`src/rtl/pfc_pkg.sv`:
```
package pfc_pkg;
  // status byte field positions
  localparam int STS_LIVE   = 0;
  localparam int STS_STICKY = 1;
  localparam int STS_WARN   = 2;
  localparam int STS_OTS    = 3;
  localparam int STS_OCSD   = 4;
  localparam int STS_UV     = 5;
  localparam int STS_W      = 8;
endpackage

```
`src/rtl/pfc_oc_guard.sv`:
```
module pfc_oc_guard #(
  parameter int NUM_HB  = 4,
  parameter int PERSIST = 16
) (
  input  logic                clk,
  input  logic                rst,
  input  logic                pwm_start,
  input  logic [2*NUM_HB-1:0] oc_flags,
  output logic [NUM_HB-1:0]   lim_hb,
  output logic                oc_shut
);
  localparam int CW = $clog2(PERSIST + 1);
  localparam logic [CW-1:0] CMAX = CW'(PERSIST);

  logic          seen_q;
  logic [CW-1:0] run_q;
  logic          any_oc;
  logic          hit;

  assign any_oc = |oc_flags;
  assign hit    = seen_q | any_oc;

  // per-bridge cycle-by-cycle limiting
  for (genvar h = 0; h < NUM_HB; h++) begin : g_lim
    always_ff @(posedge clk) begin
      if (rst) lim_hb[h] <= 1'b0;
      else     lim_hb[h] <= |oc_flags[2*h +: 2];
    end
  end

  // persistence counter over PWM periods
  always_ff @(posedge clk) begin
    if (rst) begin
      seen_q  <= 1'b0;
      run_q   <= '0;
      oc_shut <= 1'b0;
    end else if (pwm_start) begin
      seen_q <= 1'b0;
      if (hit) begin
        if (run_q != CMAX) run_q <= run_q + 1'b1;
        if (run_q >= CMAX - 1'b1) oc_shut <= 1'b1;
      end else begin
        run_q   <= '0;
        oc_shut <= 1'b0;
      end
    end else begin
      seen_q <= hit;
    end
  end
endmodule

```
`src/rtl/pfc_hyst_cmp.sv`:
```
module pfc_hyst_cmp #(
  parameter int TEMP_W = 8,
  parameter int SET_T  = 125,
  parameter int HYST_T = 25
) (
  input  logic              clk,
  input  logic              rst,
  input  logic [TEMP_W-1:0] temp_c,
  output logic              flag
);
  localparam logic [TEMP_W-1:0] SET_V = TEMP_W'(SET_T);
  localparam logic [TEMP_W-1:0] CLR_V = TEMP_W'(SET_T - HYST_T);

  always_ff @(posedge clk) begin
    if (rst)                 flag <= 1'b0;
    else if (temp_c > SET_V) flag <= 1'b1;
    else if (temp_c < CLR_V) flag <= 1'b0;
  end
endmodule

```
`src/rtl/pwr_fault_ctrl.sv`:
```
module pwr_fault_ctrl
  import pfc_pkg::*;
#(
  parameter int NUM_HB    = 4,
  parameter int NUM_SUP   = 5,
  parameter int TEMP_W    = 8,
  parameter int PERSIST   = 16,
  parameter int WARN_SET  = 125,
  parameter int WARN_HYST = 25,
  parameter int SD_SET    = 150,
  parameter int SD_HYST   = 30
) (
  input  logic                clk,
  input  logic                rst,
  input  logic                pwm_start,
  input  logic [2*NUM_HB-1:0] oc_flags,
  input  logic [TEMP_W-1:0]   temp_c,
  input  logic [NUM_SUP-1:0]  uv_flags,
  input  logic                sts_wr,
  input  logic                sts_wbit,
  output logic [NUM_HB-1:0]   lim_hb,
  output logic [NUM_HB-1:0]   hb_hiz,
  output logic                fault_n,
  output logic                otw,
  output logic [STS_W-1:0]    sts
);
  logic oc_shut;
  logic ots;
  logic uv_q;
  logic fault_now;
  logic sticky_q;

  pfc_oc_guard #(.NUM_HB(NUM_HB), .PERSIST(PERSIST)) oc_i (
    .clk(clk), .rst(rst), .pwm_start(pwm_start), .oc_flags(oc_flags),
    .lim_hb(lim_hb), .oc_shut(oc_shut)
  );

  pfc_hyst_cmp #(.TEMP_W(TEMP_W), .SET_T(WARN_SET), .HYST_T(WARN_HYST)) warn_i (
    .clk(clk), .rst(rst), .temp_c(temp_c), .flag(otw)
  );

  pfc_hyst_cmp #(.TEMP_W(TEMP_W), .SET_T(SD_SET), .HYST_T(SD_HYST)) sd_i (
    .clk(clk), .rst(rst), .temp_c(temp_c), .flag(ots)
  );

  always_ff @(posedge clk) begin
    if (rst) uv_q <= 1'b0;
    else     uv_q <= |uv_flags;
  end

  assign fault_now = oc_shut | ots | uv_q;

  always_ff @(posedge clk) begin
    if (rst) begin
      hb_hiz   <= '0;
      fault_n  <= 1'b1;
      sticky_q <= 1'b0;
      sts      <= '0;
    end else begin
      hb_hiz  <= {NUM_HB{fault_now}};
      fault_n <= ~fault_now;
      if (fault_now)                sticky_q <= 1'b1;
      else if (sts_wr && !sts_wbit) sticky_q <= 1'b0;
      sts             <= '0;
      sts[STS_LIVE]   <= fault_now;
      sts[STS_STICKY] <= fault_now | (sticky_q & ~(sts_wr & ~sts_wbit));
      sts[STS_WARN]   <= otw;
      sts[STS_OTS]    <= ots;
      sts[STS_OCSD]   <= oc_shut;
      sts[STS_UV]     <= uv_q;
    end
  end
endmodule

```
`config.mk`:
```
export PLATFORM = sky130hd
export DESIGN_NAME = pwr_fault_ctrl
export DESIGN_NICKNAME = d
export VERILOG_FILES = /design/src/rtl/pfc_pkg.sv /design/src/rtl/pfc_oc_guard.sv /design/src/rtl/pfc_hyst_cmp.sv /design/src/rtl/pwr_fault_ctrl.sv
export SDC_FILE = /design/constraint.sdc
export NUM_CORES = 1
export LEC_CHECK = 0
export BUFFER_PORTS_ARGS = -buffer_cell sky130_fd_sc_hd__buf_2
export CORE_MARGIN = 1.5
export CORE_UTILIZATION = 44
export DETAILED_ROUTE_END_ITERATION = 16
export GPL_ROUTABILITY_DRIVEN = 0
export MAX_ROUTING_LAYER = met4
export PLACE_DENSITY_LB_ADDON = 0.2
export SYNTH_ARGS = -nofsm -noshare
export SYNTH_HDL_FRONTEND = slang
export SYNTH_SLANG_ARGS = --single-unit
```
`constraint.sdc`:
```
create_clock -name clk -period 1.7 [get_ports clk]
set_input_delay 0 -clock clk [delete_from_list [all_inputs] [get_ports clk]]
set_output_delay 0 -clock clk [all_outputs]
set_load 0.05 [all_outputs]
```
==> results of run 1 <==
[final timing paths]
check / to / start / slack (ps) / cells past startpoint
setup / recovery: sd_i.flag / sd_i.flag / 260 / 3
hold reg to reg: sts[5] / uv_q / 480 / 1
setup reg to reg: sd_i.flag / sd_i.flag / 260 / 3
hold / removal: oc_i.run_q[3] / pwm_start / 50 / 4
[cell usage in the layout, fill, tap and decap left out, types with 2 or more instances in the layout]
cell type and instances:
inv_1 6, and3_1 2, clkbuf_4 3, buf_2 41, conb_1 2, nor3_2 3
nand2_1 4, nor3_1 4, dfxtp_1 22, a21oi_1 9, dlygate4sd3_1 15, nand3_1 4
o211ai_1 4, nor2b_1 4, ha_1 3, nor2_1 10
[flip-flops by register name (all words and copies together) (netlist names)]
name and flops:
sts 6, oc_i.run_q 5, oc_i.lim_hb 4, fault_n 1, oc_i.oc_shut 1, oc_i.seen_q 1
sd_i.flag 1, sticky_q 1, uv_q 1, warn_i.flag 1
[kinds of logic after synthesis]
logic type | count (synthesis) | share of synthesized area (%)
simple gates | 39 | 25.2
flops | 22 | 48.6
compound gates | 19 | 13.4
buf+inv | 14 | 8.27
fa+ha+maj | 3 | 4.14
other cells | 1 | 0.413
[metal layers]
metal	vias up	global-route usage, %	share of wire, %
met2	36	34.3	52
met5	-	-	0
met1	382	20.0	41
met3	0	3.09	6.4
li1	443	-	-
met4	0	4.29	0
[what timing repair did]
| item | CTS | global route |
|---|---|---|
| resized for setup | 0 | 0 |
| hold buffers | 16 | 0 |
| hold endpoints to repair | 9 | 0 |
| setup endpoints to repair | 0 | 1 |
[power groups by stage]
stage / sequential, mW / clock [mW] / combinational (mW)
after floorplan: 0.632 / 0 / 0.0964
after global placement: 0.567 / 0 / 0.212
after detailed placement: 0.568 / 0 / 0.213
after CTS: 0.556 / 0.286 / 0.242
after global routing: 0.562 / 0.309 / 0.259
final: 0.557 / 0.274 / 0.241
[metrics by stage]
stage / power, mW / hold WS [ps] / worst slack [ps]
after floorplan: 0.729 / 69.7 / 369
after global placement: 0.778 / 232 / 337
after detailed placement: 0.781 / 235 / 296
after CTS: 1.08 / 42.0 / 33.5
after global routing: 1.13 / 53.9 / 171
final: 1.07 / 50.2 / 257
[synth_stat cells]
cell / number / area, um^2
o211ai_1: 4 / 30.0
nor3_1: 4 / 20.0
inv_2: 1 / 3.75
clkbuf_1: 1 / 3.75
nor2_1: 10 / 37.5
dfxtp_1: 22 / 440
conb_1: 1 / 3.75
nand4_2: 1 / 12.5
a31o_1: 1 / 8.76
ha_1: 3 / 37.5
inv_1: 6 / 22.5
and2_1: 1 / 6.26
a21oi_1: 9 / 45.0
nand3b_1: 1 / 7.51
nand2b_2: 1 / 8.76
nand4_1: 1 / 6.26
buf_4: 6 / 45.0
nand2_1: 4 / 15.0
a2111oi_0: 1 / 8.76
a31oi_1: 1 / 6.26
o22ai_1: 1 / 6.26
o221a_1: 1 / 11.3
and4_1: 1 / 8.76
and4bb_1: 1 / 12.5
nor2_2: 1 / 6.26
nand3_1: 4 / 20.0
o21ai_1: 1 / 5.00
nor2b_1: 4 / 25.0
and3_1: 2 / 12.5
nor3_2: 3 / 30.0
[layout make-up]
type	count	area share, %
Timing Repair Buffer	56	27.6
Sequential cell	22	34.2
Clock buffer	4	2.82
Inverter	7	2.04
Tap cell	27	2.62
Multi-Input combinational cell	63	30.7
[critical path, cell delays in order (launching register included)]
cell	delay (ps)
dfxtp_1	350
a2111oi_0	340
dlygate4sd3_1	600
nor3_1	40
==> results.cfg, run 1 <==
[status]
outcome = finished, final reports clean

[power_and_ir_drop]
p_int_mw = 0.756
pwr-share-clk_pct = 25.5
p_sw_share_pct = 29.5
power_leakage_nw = 0.616
p_switching_mw = 0.316
p_comb_share_pct = 22.5
p_seq_share_pct = 52.0
powerDensity_nw_per_um2 = 833
vdd_drop_max_mv = 0.528

[layout]
fin_nets = 182
syn_to_final_growth_pct = 41.9
diodes = 0
regArea_um2 = 440
final_area_um2 = 1290
nFillCells = 175
drive_above_1_share_pct = 34.2
multi_input_area_um2 = 395
stdcell_count = 179
utilization_pct = 66.3

[cts]
cts_tree = built
clock-sinks = 22
clock_latency_ps = 300
h-tree-depth = 1
clockBufferDepth = 2
root_buffer = clkbuf_4
cts_setup_buffers = 0
cts_buffers = 3
clk_pin_slew_ps = 110

[critical_path]
required_ps = 1890
crit_arrival_ps = 1630
critical_path_class = reg2reg
endpoint_kind = register
worstPathMaxFanout = 3
critPathLaunchType = register

[sta]
fin_tns_setup_ps = 0
fin_skew_ps = 2.03
finalCritPeriodShare_pct = 84.9
period_needed_ps = 1440
finalMaxSlewViolations = 0
setup_violations = 0
hold_viol = 0
max_freq_mhz = 693
rsz0062_at_grt = no

[yosys]
synth_cell_types = 30
synth-seq-cells = 22
yosys_warnings = 0
ys_seq_area_share_pct = 48.6
syn_area_um2 = 907
avgSynthCellArea_um2 = 9.26
netlist_instances = 98

[detailed_routing]
vias = 861
drt-total-wl_um = 1860
wl_per_cell_um = 10.4
via_per_inst = 4.81
drtPass1Iterations = 4
drtIter0Drc = 10
drc = 0
ant_nets = 0

[global_route]
grt_pass1_vias = 811
antenna_found_initial = 0
gr-usage-all-layers_pct = 18.2
grt_pass1_wl_um = 3330
grt_max_degree = 18
grt_overflow = 0

[placed_design]
dp_cells = 160
dp_hpwl_um = 1230
placed_area_um2 = 1100
placement.io_buffers = 41

[die]
die_w_um = 48.4
boundaryPins = 44
die-area_um2 = 2340
initial_utilization_pct = 46.7
placement_rows = 16
dieHeight_um = 48.4
fp.coreArea_um2 = 1940

[run]
drv_cap = 0

[min_path]
min_path_type = in2reg
(Power assumes the default switching activity.)
==> run 2: changes to the inputs <==
CORE_UTILIZATION = 40   (was 44)
clock period = 1.2 ns   (was 1.7 ns; I/O delays follow)
==> results.cfg, run 2 (synthesis gave the netlist of run 1 again) <==
[status]
outcome = finished, violations left
violations = setup timing

[critical_path]
regToRegSetupSlack_ps = -60
endpoint_kind = register
slowest_delay_ps = 390
cp_common_cell = ha_4
r2r_end = oc_i.oc_shut
path_cells = ha_4 -> and3_4 -> ha_4 -> nor2_4 -> a21oi_2 -> o221a_1
critical_path_class = reg2reg
required_ps = 1420
critPathSlowestCell = dfxtp_4
crit_end = oc_i.oc_shut
startpoint = oc_i.run_q[1]
critPathLaunchType = register
rr_worst_depth = 6
crit_arrival_ps = 1480
worstPathMaxFanout = 3
reg2reg_from = oc_i.run_q[1]

[layout]
largest_reg_flops = 6
final_cell_mix = buf_2, dfxtp_1, dlygate4sd3_1, nor2_1, a21oi_1
largest_registers = sts x6, oc_i.run_q x5, oc_i.lim_hb x4
nFillCells = 184
regArea_um2 = 448
multi_input_area_um2 = 482
diodes = 0
drive_above_1_share_pct = 45.0
top_register = sts
final_common_cell = buf_2
syn_to_final_growth_pct = 61.9
fin_nets = 190
utilization_pct = 67.7

[die]
fp.coreArea_um2 = 2170
die-area_um2 = 2560
die_w_um = 50.6
placement_rows = 17
initial_utilization_pct = 41.8
dieHeight_um = 50.6
boundaryPins = 44

[global_route]
grt_pass1_wl_um = 3590
antenna_found_initial = 0
grt_overflow = 0
grt_max_degree = 18
gr-usage-all-layers_pct = 19.3
grt_pass1_vias = 888

[power_and_ir_drop]
powerDensity_nw_per_um2 = 1190
power_leakage_nw = 0.666
vdd_drop_max_mv = 0.805
finalPower_mw = 1.74

[sta]
fin_skew_ps = 1.51
holdWs_ps = 12.3
rsz0062_at_grt = yes
hold_viol = 0
finalCritPeriodShare_pct = 105
fin_tns_setup_ps = -196
setup_violations = 4
max_freq_mhz = 794
finalMaxSlewViolations = 0
period_needed_ps = 1260
fin_ws_ps = -59.6

[detailed_routing]
wl_per_cell_um = 11.4
vias = 910
drc = 0
drtIter0Drc = 8
ant_nets = 0
drt-total-wl_um = 2150
via_per_inst = 4.84
drtPass1Iterations = 4

[cts]
cts_tree = built
clock-sinks = 22
cts_buffers = 3
h-tree-depth = 1
root_buffer = clkbuf_4
clock_latency_ps = 310
clk_pin_slew_ps = 120
clockBufferDepth = 2

[run]
drv_cap = 0

[placed_design]
dp_slack_ps = -92.6
dp_hpwl_um = 1380
placement.io_buffers = 41

[min_path]
min_path_type = in2reg
[run 2: per-layer routing]
layer	up-vias	share of wire, %	track usage, %
met2	30	54	35.3
li1	457	-	-
met4	0	1.8	10.8
met5	-	0	-
met1	419	39	19.7
met3	4	4.7	2.68
[run 2: power breakdown]
group          internal (mW)  switching (mW)
logic                  0.142           0.245
registers              0.770          0.0201
clock network          0.338           0.227
total                   1.25           0.491
[run 2: how the worst min path moves through the flow]
stage | end | from | depth (start not counted) | slack [ps]
after floorplan | oc_i.run_q[2] | rst | 1 | 70
after global placement | oc_i.lim_hb[3] | oc_flags[6] | 3 | 230
after detailed placement | oc_i.lim_hb[3] | oc_flags[6] | 3 | 240
after CTS | warn_i.flag | temp_c[1] | 3 | 0.7
after global routing | warn_i.flag | temp_c[1] | 3 | 20
final | warn_i.flag | temp_c[1] | 3 | 10
[run 2: per-stage QoR]
step / area, um^2 / instances
2_1_floorplan: 938 / 99
3_3_place_gp: 1150 / 164
3_5_place_dp: 1150 / 164
4_1_cts: 1430 / 187
5_1_grt: 1470 / 188
6_report: 1470 / 188
[run 2: layout make-up]
class                           instances  area share (%)
Clock inverter                          1            2.04
Timing Repair Buffer                   64            28.6
Multi-Input combinational cell         63            32.8
Sequential cell                        22            30.5
Clock buffer                            3            1.53
Tap cell                               28            2.39
Inverter                                7            2.13
[run 2: worst max-delay path: cells and delay by family (launching register included)]
family	cells	cell delay, ps
AOI/OAI and AO/OA	2	250
adders and majority gates	2	320
DFF	1	390
and+or+nand+nor	2	220
[run 2: timing repair]
item | 4_1_cts | 5_1_grt
pin swaps | 13 | 7
hold endpoints to repair | 9 | 1
resized for setup | 11 | 7
setup buffers | 2 | 1
endpoints found under the setup margin | 5 | 8
hold buffers | 17 | 1
==> run 3: changes to the inputs <==
GPL_TIMING_DRIVEN = 0   (was not set)
==> results.cfg, run 3 (synthesis gave the netlist of run 1 again) <==
[cts]
cts_buffers = 3
cts_tree = built
h-tree-depth = 1
clk_pin_slew_ps = 120
clock-sinks = 22
clock_latency_ps = 310
clockBufferDepth = 2
root_buffer = clkbuf_4

[detailed_routing]
drt-total-wl_um = 2220
drtPass1Iterations = 4
drc = 0
via_per_inst = 4.85
vias = 931
drtIter0Drc = 10
ant_nets = 0
wl_per_cell_um = 11.6

[sta]
fin_ws_ps = -76.8
rsz0062_at_grt = yes
setup_violations = 5
fin_skew_ps = 8.33
period_needed_ps = 1280
fin_tns_setup_ps = -305
finalMaxSlewViolations = 0
max_freq_mhz = 783
finalCritPeriodShare_pct = 106
hold_viol = 0

[global_route]
grt_max_degree = 14
grt_pass1_vias = 877
grt_pass1_wl_um = 3680
grt_overflow = 0
gr-usage-all-layers_pct = 19.6
antenna_found_initial = 0

[power_and_ir_drop]
vdd_drop_max_mv = 0.905
power_leakage_nw = 0.681
powerDensity_nw_per_um2 = 1180

[critical_path]
crit_arrival_ps = 1480
worstPathMaxFanout = 3
critical_path_class = reg2reg
required_ps = 1410
endpoint_kind = register
critPathLaunchType = register

[layout]
top_register = sts
largest_reg_flops = 6
syn_to_final_growth_pct = 63.4
final_area_um2 = 1480
fin_nets = 194
largest_registers = sts x6, oc_i.run_q x5, oc_i.lim_hb x4
diodes = 0
multi_input_area_um2 = 472
nFillCells = 181
stdcell_count = 192
drive_above_1_share_pct = 45.1
utilization_pct = 68.3
final_common_cell = buf_2
final_cell_mix = buf_2, dfxtp_1, dlygate4sd3_1, buf_4, nor2_1
regArea_um2 = 448

[die]
boundaryPins = 44
placement_rows = 17
die_w_um = 50.6
die-area_um2 = 2560
initial_utilization_pct = 41.8
dieHeight_um = 50.6
fp.coreArea_um2 = 2170

[placed_design]
placement.io_buffers = 41
placed_area_um2 = 1180
dp_hpwl_um = 1340
dp_cells = 168

[run]
drv_cap = 0

[status]
violations = setup timing
outcome = finished, violations left

[min_path]
min_path_type = in2reg
[run 3: worst paths after layout]
kind                 startpoint      endpoint  slack (ps)  depth (start not counted)
setup / recovery  oc_i.run_q[1]  oc_i.oc_shut         -80                          6
hold / removal        temp_c[4]   warn_i.flag           3                          3
hold reg to reg            uv_q        sts[5]         490                          1
setup reg to reg  oc_i.run_q[1]  oc_i.oc_shut         -80                          6
[run 3: final cells by class]
class	count	area share, %
timing repair buffer	61	26.7
clock inverter	1	2.03
clock buffer	3	1.52
sequential	22	30.2
inverter	7	2.11
multi-input combinational	63	31.8
tap	28	2.36
buffer	7	3.29
[run 3: critical path, stage by stage (launching register included)]
cell and delay, ps:
dfxtp_4 390, ha_4 160, and3_4 150, ha_4 150, nor2_4 80, a21oi_2 50
o221a_1 210
[run 3: stage by stage]
stage | total power [mW] | hold WS (ps) | setup WS (ps)
finish | 1.76 | 3.47 | -76.8
global placement | 1.13 | 232 | -101
global route | 1.82 | 33.1 | -113
detailed placement | 1.14 | 238 | -134
floorplan | 1.04 | 69.7 | -37.7
CTS | 1.75 | 1.02 | -101
[run 3: where the power goes]
group / internal [mW] / total (mW) / switching (mW)
registers: 0.770 / 0.792 / 0.0216
clock network: 0.338 / 0.570 / 0.232
logic: 0.150 / 0.393 / 0.243
total: 1.26 / 1.76 / 0.497
[run 3: layer usage]
layer  track usage, %  share of wire [%]  vias up
li1                 -                  -      466
met1             20.5                 40      430
met2             36.4                 54       33
met3             2.98                5.3        2
met4             8.11               0.76        0
met5                -                  0        -
[run 3: timing repair]
action	in CTS	in global routing
gates resized for setup	11	5
setup endpoints to repair	5	6
pin swaps	10	7
setup buffers	3	1
endpoints found under the hold margin	14	0
hold buffers	16	0
